### src/rtl/lb_pkg.sv
package lb_pkg;
  typedef enum logic [1:0] {
    M_LOCK = 2'b00,
    M_PRE  = 2'b01,
    M_DIM  = 2'b10,
    M_FLT  = 2'b11
  } mode_e;

  typedef struct packed {
    logic supply_ok;
    logic lamp_in;
    logic ramp_knee;
    logic ramp_over;
    logic ignite;
    logic crest;
  } sense_t;

  typedef struct packed {
    logic hb_en;
    logic lo_hiz;
    logic sweep_qs;
    logic vco_rst;
    logic dim_loop_en;
    logic zvs_en;
    logic crest_en;
  } drive_t;

  localparam drive_t DRV_IDLE = '{hb_en: 1'b0, lo_hiz: 1'b1, sweep_qs: 1'b0,
                                  vco_rst: 1'b1, dim_loop_en: 1'b0,
                                  zvs_en: 1'b0, crest_en: 1'b0};
endpackage

### src/rtl/lb_hyst.sv
module lb_hyst #(
  parameter int W       = 8,
  parameter int SET_LVL = 125,
  parameter int CLR_LVL = 105,
  parameter bit SET_LOW = 1'b0
) (
  input  logic         clk,
  input  logic         rst,
  input  logic         upd,
  input  logic [W-1:0] code,
  output logic         flag
);
  localparam logic [W-1:0] SET_C = SET_LVL[W-1:0];
  localparam logic [W-1:0] CLR_C = CLR_LVL[W-1:0];

  logic set_hit, clr_hit;

  generate
    if (SET_LOW) begin : g_low_sets
      assign set_hit = code < SET_C;
      assign clr_hit = code > CLR_C;
    end else begin : g_high_sets
      assign set_hit = code > SET_C;
      assign clr_hit = code < CLR_C;
    end
  endgenerate

  always_ff @(posedge clk) begin
    if (rst)                     flag <= 1'b0;
    else if (upd && set_hit)     flag <= 1'b1;
    else if (upd && clr_hit)     flag <= 1'b0;
  end
endmodule

### src/rtl/lb_sense.sv
module lb_sense
  import lb_pkg::*;
#(
  parameter int W         = 8,
  parameter int VCC_ON    = 125,
  parameter int VCC_OFF   = 105,
  parameter int LO_INS    = 85,
  parameter int LO_REM    = 87,
  parameter int RAMP_KNEE = 42,
  parameter int RAMP_OVER = 200
) (
  input  logic         clk,
  input  logic         rst,
  input  logic         lo_sense_en,
  input  logic [W-1:0] vcc_code,
  input  logic [W-1:0] lo_code,
  input  logic [W-1:0] ramp_code,
  input  logic         ignited,
  input  logic         crest_flt,
  output sense_t       sns
);
  localparam logic [W-1:0] KNEE_C = RAMP_KNEE[W-1:0];
  localparam logic [W-1:0] OVER_C = RAMP_OVER[W-1:0];

  logic supply_ok, lamp_in;

  lb_hyst #(.W(W), .SET_LVL(VCC_ON), .CLR_LVL(VCC_OFF), .SET_LOW(1'b0)) u_supply (
    .clk (clk), .rst (rst), .upd (1'b1), .code (vcc_code), .flag (supply_ok)
  );

  lb_hyst #(.W(W), .SET_LVL(LO_INS), .CLR_LVL(LO_REM), .SET_LOW(1'b1)) u_lamp (
    .clk (clk), .rst (rst), .upd (lo_sense_en), .code (lo_code), .flag (lamp_in)
  );

  logic knee_q, over_q, ign_q, crest_q;

  always_ff @(posedge clk) begin
    if (rst) begin
      knee_q  <= 1'b0;
      over_q  <= 1'b0;
      ign_q   <= 1'b0;
      crest_q <= 1'b0;
    end else begin
      knee_q  <= ramp_code > KNEE_C;
      over_q  <= ramp_code > OVER_C;
      ign_q   <= ignited;
      crest_q <= crest_flt;
    end
  end

  always_comb begin
    sns.supply_ok = supply_ok;
    sns.lamp_in   = lamp_in;
    sns.ramp_knee = knee_q;
    sns.ramp_over = over_q;
    sns.ignite    = ign_q;
    sns.crest     = crest_q;
  end
endmodule

### src/rtl/lb_mode_fsm.sv
module lb_mode_fsm
  import lb_pkg::*;
(
  input  logic   clk,
  input  logic   rst,
  input  sense_t sns,
  output mode_e  mode_q,
  output mode_e  mode_d,
  output logic   lo_sense_en
);
  always_comb begin
    mode_d = mode_q;
    if (!sns.supply_ok) begin
      mode_d = M_LOCK;
    end else begin
      unique case (mode_q)
        M_LOCK: if (sns.lamp_in)        mode_d = M_PRE;
        M_PRE: begin
          if (sns.ignite)               mode_d = M_DIM;
          else if (sns.ramp_over)       mode_d = M_FLT;
        end
        M_DIM:  if (sns.crest)          mode_d = M_FLT;
        M_FLT:  if (!sns.lamp_in)       mode_d = M_LOCK;
        default:                        mode_d = M_LOCK;
      endcase
    end
  end

  always_ff @(posedge clk) begin
    if (rst) mode_q <= M_LOCK;
    else     mode_q <= mode_d;
  end

  assign lo_sense_en = (mode_q == M_LOCK) || (mode_q == M_FLT);
endmodule

### src/rtl/lb_drive.sv
module lb_drive
  import lb_pkg::*;
(
  input  logic   clk,
  input  logic   rst,
  input  mode_e  mode_d,
  input  logic   ramp_knee,
  output drive_t drv
);
  logic   knee_seen_q, knee_seen_d;
  drive_t drv_d;

  always_comb begin
    knee_seen_d       = (mode_d == M_PRE) && (knee_seen_q || ramp_knee);
    drv_d             = DRV_IDLE;
    unique case (mode_d)
      M_PRE: begin
        drv_d.hb_en    = 1'b1;
        drv_d.lo_hiz   = 1'b0;
        drv_d.vco_rst  = 1'b0;
        drv_d.sweep_qs = !knee_seen_d;
      end
      M_DIM: begin
        drv_d.hb_en       = 1'b1;
        drv_d.lo_hiz      = 1'b0;
        drv_d.vco_rst     = 1'b0;
        drv_d.dim_loop_en = 1'b1;
        drv_d.zvs_en      = 1'b1;
        drv_d.crest_en    = 1'b1;
      end
      default: drv_d = DRV_IDLE;
    endcase
  end

  always_ff @(posedge clk) begin
    if (rst) begin
      knee_seen_q <= 1'b0;
      drv         <= DRV_IDLE;
    end else begin
      knee_seen_q <= knee_seen_d;
      drv         <= drv_d;
    end
  end
endmodule

### src/rtl/lamp_ballast_ctrl.sv
module lamp_ballast_ctrl
  import lb_pkg::*;
#(
  parameter int CODE_W       = 8,
  parameter int SUPPLY_LSB_MV = 100,
  parameter int RAMP_LSB_MV   = 20,
  parameter int VCC_ON_MV     = 12500,
  parameter int VCC_OFF_MV    = 10500,
  parameter int LO_INS_MV     = 8500,
  parameter int LO_REM_MV     = 8750,
  parameter int KNEE_MV       = 850,
  parameter int OVER_MV       = 4000
) (
  input  logic              clk,
  input  logic              rst,
  input  logic [CODE_W-1:0] vcc_code,
  input  logic [CODE_W-1:0] lo_code,
  input  logic [CODE_W-1:0] ramp_code,
  input  logic              ignited,
  input  logic              crest_flt,
  output logic [1:0]        mode,
  output logic              hb_en,
  output logic              lo_hiz,
  output logic              sweep_qs,
  output logic              vco_rst,
  output logic              dim_loop_en,
  output logic              zvs_prot_en,
  output logic              crest_prot_en
);
  localparam int VCC_ON_C  = VCC_ON_MV  / SUPPLY_LSB_MV;
  localparam int VCC_OFF_C = VCC_OFF_MV / SUPPLY_LSB_MV;
  localparam int LO_INS_C  = LO_INS_MV  / SUPPLY_LSB_MV;
  localparam int LO_REM_C  = LO_REM_MV  / SUPPLY_LSB_MV;
  localparam int KNEE_C    = KNEE_MV    / RAMP_LSB_MV;
  localparam int OVER_C    = OVER_MV    / RAMP_LSB_MV;

  sense_t sns;
  mode_e  mode_q, mode_d;
  logic   lo_sense_en;
  drive_t drv;

  lb_sense #(
    .W(CODE_W), .VCC_ON(VCC_ON_C), .VCC_OFF(VCC_OFF_C),
    .LO_INS(LO_INS_C), .LO_REM(LO_REM_C),
    .RAMP_KNEE(KNEE_C), .RAMP_OVER(OVER_C)
  ) u_sense (
    .clk (clk), .rst (rst), .lo_sense_en (lo_sense_en),
    .vcc_code (vcc_code), .lo_code (lo_code), .ramp_code (ramp_code),
    .ignited (ignited), .crest_flt (crest_flt), .sns (sns)
  );

  lb_mode_fsm u_fsm (
    .clk (clk), .rst (rst), .sns (sns),
    .mode_q (mode_q), .mode_d (mode_d), .lo_sense_en (lo_sense_en)
  );

  lb_drive u_drive (
    .clk (clk), .rst (rst), .mode_d (mode_d),
    .ramp_knee (sns.ramp_knee), .drv (drv)
  );

  assign mode          = mode_q;
  assign hb_en         = drv.hb_en;
  assign lo_hiz        = drv.lo_hiz;
  assign sweep_qs      = drv.sweep_qs;
  assign vco_rst       = drv.vco_rst;
  assign dim_loop_en   = drv.dim_loop_en;
  assign zvs_prot_en   = drv.zvs_en;
  assign crest_prot_en = drv.crest_en;
endmodule

### config.mk
export PLATFORM = sky130hd
export DESIGN_NAME = lamp_ballast_ctrl
export DESIGN_NICKNAME = d
export VERILOG_FILES = /design/src/rtl/lb_pkg.sv /design/src/rtl/lb_hyst.sv /design/src/rtl/lb_sense.sv /design/src/rtl/lb_mode_fsm.sv /design/src/rtl/lb_drive.sv /design/src/rtl/lamp_ballast_ctrl.sv
export SDC_FILE = /design/constraint.sdc
export NUM_CORES = 1
export LEC_CHECK = 0
export BUFFER_PORTS_ARGS = -buffer_cell sky130_fd_sc_hd__buf_2
export CAP_MARGIN = 20
export CORE_MARGIN = 2
export CORE_UTILIZATION = 44
export DETAILED_ROUTE_END_ITERATION = 16
export GPL_TIMING_DRIVEN = 0
export PLACE_DENSITY_LB_ADDON = 0.1
export SLEW_MARGIN = 15
export SYNTH_ARGS = -nofsm -noshare
export SYNTH_HDL_FRONTEND = slang
export SYNTH_HIERARCHICAL = 1
export SYNTH_SLANG_ARGS = --single-unit
### constraint.sdc
create_clock -name clk -period 2.45 [get_ports clk]
set_input_delay 0.6125 -clock clk [delete_from_list [all_inputs] [get_ports clk]]
set_output_delay 0.6125 -clock clk [all_outputs]
set_load 0.01 [all_outputs]
==> reports/results.md <==
| Stage | Result | This run |
| --- | --- | --- |
| run status | Run status | complete, no violations |
| worst setup path | Crit end category | register |
| worst setup path | Crit path kind | register to register |
| timing | Layout Skew | 0.003476 ns |
| logic synthesis | Post-synthesis sequential element count | 13 |
| cts | Post_cts resized | 0 |
| logic synthesis | Sequential cell area fraction in the yosys report | 0.3355 |
| die | I/O pin count | 37 |
| cells and area | Final Instance Count excl. Fillers | 146 |
| timing | Final hold violation count | 0 |
| die | Die outline area | 2115 sq um |
| cts | Total number of clock tree sinks | 13 |
| worst setup path | Delay of the slowest cell on the worst path | 0.33 ns |
| drt | Routed length per placed instance | 8.568 microns |
| cells and area | Final design area excluding fillers | 1015 sq um |
| worst setup path | Arrival time at the worst endpoint | 2.05 ns |
| cells and area | Fillers | 154 |
| power and ir drop | Power density cells | 401.4 nW/um^2 |
| drt | Total vias in the final route | 706 |
| worst setup path | Crit start category | register |
| cts | Number of buffers inserted during clock tree synthesis | 3 |
| run | Max Cap Viol | 0 |
| cts | TritonCTS clock tree | done |
| cts | Buffer count from post-CTS setup fixing | 0 |
| drt | Number of search-and-repair iterations in the first detailed-routing pass | 4 |
| cts | Hold buffer count at cts | 0 |
| logic synthesis | Synthesized area | 775.7 sq um |
| global route | GRT overflow | 0 |
| power and ir drop | Worst vdd rail ir drop | 237.8 uV |
| global route | Wire length of the first global-routing pass | 1904 microns |
| drt | Remaining antenna violation count | 0 |
| cts | Number of levels in the clock H-tree | 1 |
| placement | DP Area | 988.4 sq um |
| drt | # DRC | 0 |
| cts | Clock insertion delay at the later pin of the skew report | 0.26 ns |
| global route | Maximum number of pins on one net before global-route repair | 13 |
| cts | Clock slew at reported path FFs | 0.07 ns |
| timing | Setup TNS | 0 ns |
| die | Die H | 45.99 microns |
| die | Area of the placeable core | 1689 sq um |
| timing | Highest achievable clock rate | 527.6 MHz |
| cells and area | Fraction of final layout cells with drive strength greater than 1 | 0.4651 |
| cells and area | Post-layout nets | 164 |
| cells and area | Final core utilization | 0.6007 |
| logic synthesis | Yosys cell types | 35 |
| logic synthesis | Yosys Warn Count | 6 |
| cells and area | Combined area of the multi-input logic cells | 432.9 sq um |
| timing | Final period utilization | 0.7736 |
| placement | Sum of net half-perimeters after detailed placement | 1071 microns |
| global route | Total track usage | 0.1294 |
| power and ir drop | Static leakage | 0.4905 nW |
| global route | Initial antenna violation count | 0 |
| logic synthesis | Mapped Cells | 86 |
| die | Die width | 45.99 microns |
| drt | Number of violations reported at the end of detailed-routing iteration 0 | 6 |
| placement | Number of cells after detailed placement | 142 |
| drt | Final wirelength | 1251 microns |
| timing | Final worst hold slack | 0.4441 ns |
| hold path | Path category of the worst min-delay check | register to register |
| timing | Setup repair after global routing missed its margin | no |
| die | Initial standard-cell utilization of the core | 0.4593 |
| worst setup path | Critical path fanouts, max | 4 |
| drt | Met3 WL | 82 microns |
| drt | Uppermost layer routed | met4 |
| cts | Number of buffers on the longest clock path | 2 |
| drt | Metal1 wirelength | 560 microns |
| worst setup path | CP max-delay cell | sky130_fd_sc_hd__dfxtp_1 |
| worst setup path | Ordered cell list for the critical path | inv_1 > ha_1 > nand3b_1 > a21o_2 > a31oi_1 > inv_1 > ha_1 > or2_4 |
| timing | Final max-slew violation count | 0 |
| cts | Buffer type at the clock tree root | sky130_fd_sc_hd__clkbuf_4 |
| global route | Vias in the first global route | 497 |
| drt | Vias per std cell | 4.836 |
| placement | I/O Buffers | 36 |
| cells and area | Number of antenna cells inserted | 0 |
| cells and area | Reg area | 260.3 sq um |
| timing | Finish-stage setup viols | 0 |
| placement | Gp weighted congestion | 0.8328 |
| cells and area | Layout Area Growth over Synthesis | 30.81% |
| drt | Met2 routed wirelength | 598 microns |
| timing | Post-layout minimum cycle time | 1.895 ns |
| die | Number of core rows | 15 |
| worst setup path | Endpoint required time on the critical path | 2.60 ns |
| logic synthesis | Mean cell area of the mapped netlist | 9.020 sq um |
-- metrics by stage --
| stage | power [mW] | setup slack (ns) |
|---|---|---|
| after floorplan | 0.2587 | 0.6470 |
| after global placement | 0.2884 | 0.5947 |
| after detailed placement | 0.2900 | 0.5782 |
| after CTS | 0.4156 | 0.5594 |
| after global routing | 0.4358 | 0.4533 |
| final | 0.4073 | 0.5548 |
-- layout by cell type, fill, tap and decap left out, drive strengths merged, types with 2 or more instances in the layout --
master,instances
clkbuf,4
nor2,8
nor3,3
a21oi,6
nand2b,3
nand3b,2
conb,4
a2111oi,2
ha,6
inv,7
o22ai,2
o21a,2
buf,45
nor4,2
nor2b,2
dfxtp,13
nand2,5
a21o,3
-- flip-flops by register name, indices dropped and copies added, names as in the netlist --
| name | flops |
|---|---|
| u_drive/drv | 4 |
| u_fsm/mode_q | 2 |
| u_drive/knee_seen_q | 1 |
| u_sense/crest_q | 1 |
| u_sense/ign_q | 1 |
| u_sense/knee_q | 1 |
| u_sense/over_q | 1 |
| u_sense/u_lamp/flag | 1 |
| u_sense/u_supply/flag | 1 |
-- final timing paths --
| kind | start | to | depth (start not counted) | slack [ns] |
|---|---|---|---|---|
| max | u_fsm/mode_q[1] | u_drive/drv[5] | 8 | 0.55 |
| min | u_drive/knee_seen_q | u_drive/drv[4] | 1 | 0.44 |
| max reg2reg | u_fsm/mode_q[1] | u_drive/drv[5] | 8 | 0.55 |
| min reg2reg | u_drive/knee_seen_q | u_drive/drv[4] | 1 | 0.44 |
-- area by class of cell --
cell class | count | share of cell area
multi-input cells | 60 | 0.4266
clock buffers | 4 | 0.02589
inverters | 7 | 0.02589
plain buffers | 9 | 0.06658
flip-flops and latches | 13 | 0.2565
repair buffers | 36 | 0.1776
well taps | 17 | 0.02096
-- metal layers --
layer	vias to the layer above	GRT usage
li1	374	-
met1	306	0.1618
met2	24	0.1833
met3	2	0.05952
met4	0	0.06857
met5	-	0
-- logic make-up (layout without fill, tap and decap cells) --
| logic type | count (synthesis) | in the layout | share of synthesized area |
|---|---|---|---|
| simple gates | 30 | 30 | 0.2419 |
| flops | 13 | 13 | 0.3355 |
| fa+ha+maj | 6 | 6 | 0.09677 |
| buf+inv | 16 | 56 | 0.1210 |
| other cells | 1 | 4 | 0.004834 |
| compound gates | 20 | 20 | 0.2000 |
-- where the power goes --
group | switching [mW] | internal [mW] | total [mW] | leakage, nW
Clock | 0.0597 | 0.0629 | 0.123 | 0.0150
Sequential | 0.00317 | 0.218 | 0.221 | 0.106
Combinational | 0.0268 | 0.0368 | 0.0637 | 0.369
Total | 0.0897 | 0.318 | 0.407 | 0.490
-- worst max-delay path: cells and delay by family, from the launching register on --
family,cells,cell delay (ns)
fa+ha+maj,2,0.52
flops,1,0.33
compound gates,2,0.41
simple gates,2,0.32
buf+inv,2,0.20
-- synthesized netlist by cell type (all sizes together) --
| library cell | n | share of area |
|---|---|---|
| nor2b | 2 | 0.016 |
| nand4b | 1 | 0.011 |
| o22ai | 2 | 0.016 |
| o211a | 1 | 0.013 |
| nor4 | 2 | 0.024 |
| o21a | 2 | 0.019 |
| dfxtp | 13 | 0.34 |
| conb | 1 | 0.0048 |
| o21ai | 1 | 0.0064 |
| or4b | 1 | 0.013 |
| nand2 | 5 | 0.024 |
| a311oi | 1 | 0.019 |
| a21oi | 6 | 0.044 |
| or2 | 1 | 0.011 |
| a21o | 3 | 0.032 |
| nor3 | 3 | 0.026 |
| inv | 7 | 0.034 |
| and2b | 1 | 0.011 |
| nand3b | 2 | 0.019 |
| nor2 | 8 | 0.042 |
| a2111oi | 2 | 0.032 |
| or4 | 1 | 0.0097 |
| nand2b | 3 | 0.034 |
| ha | 6 | 0.097 |
| buf | 9 | 0.087 |
| a211oi | 1 | 0.0097 |
| a31oi | 1 | 0.0081 |
Note: power is estimated with default switching activity, not from simulation.
